<file path="config.mk">
export PLATFORM = sky130hd
export DESIGN_NAME = dst_adjuster
export DESIGN_NICKNAME = d
export VERILOG_FILES = /design/src/rtl/dst_adjuster.sv
export SDC_FILE = /design/constraint.sdc
export NUM_CORES = 1
export LEC_CHECK = 0
export ABC_CLOCK_PERIOD_IN_PS = 1750
export BUFFER_PORTS_ARGS = -buffer_cell sky130_fd_sc_hd__buf_2
export CORE_UTILIZATION = 31
export CTS_CLUSTER_DIAMETER = 30
export CTS_CLUSTER_SIZE = 14
export DETAILED_ROUTE_END_ITERATION = 8
export PLACE_DENSITY = 0.75
export SLEW_MARGIN = 20
export SYNTH_ARGS = -nofsm -noshare
export SYNTH_HDL_FRONTEND = slang
export SYNTH_SLANG_ARGS = --single-unit
</file>
<file path="constraint.sdc">
create_clock -name clk -period 1.75 [get_ports clk]
set_input_delay 0.2625 -clock clk [delete_from_list [all_inputs] [get_ports clk]]
set_output_delay 0.2625 -clock clk [all_outputs]
set_load 0.01 [all_outputs]
</file>
<file path="src/rtl/dst_adjuster.sv">
module dst_adjuster (
  input  logic       clk,
  input  logic       rst_n,
  input  logic       tick,
  input  logic       dst_en,
  input  logic       bin_mode,
  input  logic       h24_mode,
  input  logic [7:0] month,
  input  logic [7:0] date,
  input  logic [2:0] dow,
  input  logic [7:0] hours,
  input  logic [7:0] minutes,
  input  logic [7:0] seconds,
  output logic       hr_load,
  output logic [7:0] hr_value
);
  localparam logic [7:0] HR_ONE   = 8'h01;
  localparam logic [7:0] HR_THREE = 8'h03;
  localparam logic [7:0] APRIL    = 8'h04;
  localparam logic [2:0] SUNDAY   = 3'd1;

  logic spring_day, fall_day, fall_done;

  wire [7:0] mid_hr  = h24_mode ? 8'h00 : (bin_mode ? 8'h0C : 8'h12);
  wire [7:0] last_ms = bin_mode ? 8'd59 : 8'h59;
  wire [7:0] oct_val = bin_mode ? 8'd10 : 8'h10;
  wire [7:0] d25_val = bin_mode ? 8'd25 : 8'h25;

  wire is_sun     = dow == SUNDAY;
  wire at_midnt   = hours == mid_hr && minutes == 8'h00 && seconds == 8'h00;
  wire at_0159    = hours == HR_ONE && minutes == last_ms && seconds == last_ms;
  wire day_tick   = tick && at_midnt;
  wire spring_hit = tick && dst_en && spring_day && at_0159;
  wire fall_hit   = tick && dst_en && fall_day && !fall_done && at_0159;

  always_ff @(posedge clk) begin
    if (!rst_n) begin
      spring_day <= 1'b0;
      fall_day   <= 1'b0;
      fall_done  <= 1'b0;
    end else if (day_tick) begin
      spring_day <= dst_en && is_sun && month == APRIL && date != 8'h00 && date <= 8'h07;
      fall_day   <= dst_en && is_sun && month == oct_val && date >= d25_val;
      fall_done  <= 1'b0;
    end else if (fall_hit) begin
      fall_done  <= 1'b1;
    end
  end

  assign hr_load  = spring_hit || fall_hit;
  assign hr_value = spring_hit ? HR_THREE : (fall_hit ? HR_ONE : 8'h00);

  p_load_needs_tick_r9: assert property (@(posedge clk) disable iff (!rst_n)
    hr_load |-> tick);
  p_off_no_load_r5: assert property (@(posedge clk) disable iff (!rst_n)
    !dst_en |-> !hr_load);
  p_fall_marks_done_r2: assert property (@(posedge clk) disable iff (!rst_n)
    (hr_load && hr_value == HR_ONE) |=> fall_done);
  p_no_second_fall_r3: assert property (@(posedge clk) disable iff (!rst_n)
    fall_done |-> !(hr_load && hr_value == HR_ONE));
  p_done_holds_r10: assert property (@(posedge clk) disable iff (!rst_n)
    (fall_done && !day_tick) |=> fall_done);
  p_load_at_0159_r1: assert property (@(posedge clk) disable iff (!rst_n)
    hr_load |-> (hours == HR_ONE && minutes == last_ms && seconds == last_ms));
endmodule

</file>
==> impl_metrics.csv <==
group,metric,value,unit
clock_network,clock_sinks,3,
run_status,violations,"setup timing",
placement,pre_cts_ws,-0.157,ns
setup_path,slowest_stage,"or4_4",
power_and_ir_drop,p_clk_share,41.0,%
layout,areaGrowthSynthToFinish,57.7,%
layout,drive_gt1_share,53.6,%
min_path,hold_path_class,"input pin to flip-flop",
synthesis,synth.area.top_cells,"dfxtp_1 (11%), buf_4 (11%), ha_1 (8.9%)",
placement,finalWeightedCongestion,0.738,
route,viasPerCell,4.97,
die,initial_core_util,32.9,%
timing,min_period,1.89,ns
die,die_x,44.6,um
layout,utilization,51.9,%
placement,placedCellCount,145,
clock_network,cts-buffers-inserted,3,
clock_network,insertion_delay,0.24,ns
flow_run,cap_violations,0,
clock_network,clockRootBuffer,"clkbuf_4",
global_routing,grt_start_max_net_pins,8,
synthesis,synth.cell_area,562,sq um
power_and_ir_drop,p_comb_share,37.2,%
placement,port-buffer-count,51,
timing,drv_slew,0,
die,row_count,15,
power_and_ir_drop,p_switching,0.0000960,W
placement,hpwl,1.39,mm
global_routing,grt_remaining_overflow,0,
die,core-area,0.00171,sq mm
route,drcViolationCount,0,
setup_path,slowest_delay,0.54,ns
timing,fin_crit_sh,108,%
setup_path,startpoint_type,"input pin",
layout,fin_nets,179,
setup_path,path_class,"input pin to primary output",
synthesis,synth_ff_type,"dfxtp_1",
global_routing,grt_usage,17.9,%
timing,finalHoldViolations,0,
timing,clock_skew,0.000492,ns
run_status,status,"finished with violations",
layout,antenna_cells,0,
layout,fin_cells,150,
clock_network,htree_levels,1,
synthesis,avgSynthCellArea,8.26,sq um
clock_network,cts.path.max_buffers,2,
timing,finalSetupViolCount,3,
power_and_ir_drop,netSwitchingFraction,30.5,%
power_and_ir_drop,p_per_area,355,mW/mm^2
setup_path,cp.arrival,1.62,ns
setup_path,cp.required,1.49,ns
synthesis,yosys.area.top_type,"dfxtp_1",
global_routing,grt_pass1_wl,2.68,mm
die,fp.dieH,44.6,um
clock_network,path_clk_slew,0.04,ns
synthesis,ys_warn_count,0,
global_routing,grt_antenna_before_repair,0,
clock_network,cts_hold_buf,0,
timing,rsz0062_at_grt,"true",
route,avgRoutedWirePerCell,10.4,um
route,ant_nets,0,
power_and_ir_drop,internal_power,0.000219,W
synthesis,synth_seq_cells,3,
power_and_ir_drop,p_seq_share,21.8,%
synthesis,synthArstFlopShare,0,%
power_and_ir_drop,p_leak,0.405,nW
clock_network,cts_tree,"done",
route,routed_wl,1.57,mm
global_routing,grt_pass1_vias,701,
layout,fillers,168,
timing,setup_ws,-0.137,ns
layout,fin_area,886,sq um
route,first_iter_violations,3,
synthesis,synthDistinctLibCells,31,
setup_path,crit_fanout,2,
setup_path,path_cells,"buf_6, or4_4, nor4_4, o211ai_1, nor2_2, buf_2",
setup_path,endpoint_kind,"primary output",
die,ios,58,
synthesis,synth_top_cell_area_share,10.7,%
route,drtPass1Iterations,3,
timing,fmax,0.530,GHz
placement,dpl_cell_area,840,sq um
synthesis,seq_area_frac_synth,10.7,%
synthesis,synth_cells,68,
power_and_ir_drop,irDropWorstVdd,0.000198,V
route,num_vias,746,
die,dieArea,0.00199,sq mm
synthesis,synth-edff-count,0,
-- final timing paths --
path,startpoint,slack (ns),cells after the start,to
min reg2reg,fall_done,0.47,2,fall_done
max reg2reg,fall_day,0.96,2,fall_done
min,rst_n,0.29,3,spring_day
max,hours[6],-0.14,6,hr_value[0]
-- synth_stat cells, types with 2 or more instances --
cell type and n:
buf_4 8, nor4b_1 2, nand4_1 4, a21oi_1 4
o211ai_1 3, nor4_1 5, dfxtp_1 3, inv_1 4
nor3_1 2, nand2_1 3, nor2_1 5, and4_1 2
mux2i_1 2, ha_1 4
-- power groups by stage --
stage,logic [W],registers [W],clock network [W]
after global routing,0.000132,0.0000686,0.000142
after CTS,0.000116,0.0000687,0.000134
final,0.000117,0.0000687,0.000129
after global placement,0.000111,0.0000698,0
after floorplan,0.0000484,0.0000698,0
after detailed placement,0.000115,0.0000698,0
-- layer usage --
| metal | global-route usage (%) | vias to the layer above | part of all wire (%) |
|---|---|---|---|
| met5 | 0 | - | 0 |
| met1 | 21.2 | 324 | 40 |
| li1 | - | 378 | - |
| met4 | 9.70 | 0 | 2.1 |
| met2 | 30.3 | 40 | 48 |
| met3 | 3.27 | 4 | 8.9 |
-- state kept, by name, summed over array words and instances, names as in the netlist --
register,flops
fall_done,1
spring_day,1
fall_day,1
-- through the flow --
stage | hold slack [ns] | power, W | setup TNS [ns]
2_1_floorplan | 0.406 | 0.000118 | -0.0595
3_3_place_gp | 0.458 | 0.000181 | -0.342
6_report | 0.291 | 0.000315 | -0.390
4_1_cts | 0.287 | 0.000319 | -0.374
5_1_grt | 0.322 | 0.000343 | -0.684
3_5_place_dp | 0.464 | 0.000184 | -0.454
-- placed cells by master (no fill, tap or decap), types with 2 or more instances in the layout --
master | Yosys | layout
and4_1 | 2 | 2
buf_6 | 0 | 2
nor2_1 | 5 | 4
dfxtp_1 | 3 | 3
nand2_1 | 3 | 3
clkbuf_4 | 0 | 3
o211ai_1 | 3 | 3
buf_2 | 0 | 49
buf_4 | 8 | 5
inv_1 | 4 | 4
ha_1 | 4 | 4
nor3_1 | 2 | 2
nor4b_1 | 2 | 2
nand4_1 | 4 | 4
nor4_1 | 5 | 5
a21oi_1 | 4 | 4
conb_1 | 1 | 6
mux2i_1 | 2 | 2
-- cell families (layout without fill, tap and decap cells) --
logic type,after synthesis,in the layout,synth area share [%]
adders and majority gates,4,4,8.91
DFF,3,3,10.7
and+or+nand+nor,34,34,43.7
muxes,2,2,3.56
other,1,6,0.668
buffers and inverters,12,64,13.4
AOI/OAI and AO/OA,12,12,19.2
-- layout make-up --
type,instances,area (sq um),area share [%]
clock buffers,4,26.3,2.97
repair buffers,56,305,34.5
well taps,25,31.3,3.53
multi-input cells,58,448,50.6
inverters,4,15.0,1.69
flip-flops and latches,3,60.1,6.78
-- worst max-delay path: cells and delay by family --
kind / cells / cell delay [ns]
AO/OA/AOI/OAI: 1 / 0.17
buffers and inverters: 2 / 0.23
AND/OR/NAND/NOR: 3 / 0.96
-- repair_timing --
| item | 4_1_cts | 5_1_grt |
|---|---|---|
| buffers inserted | 1 | 0 |
| gates resized for setup | 1 | 1 |
| pin swaps | 2 | 1 |
| setup endpoints to repair | 3 | 3 |
Note: power is estimated with default switching activity, not from simulation.
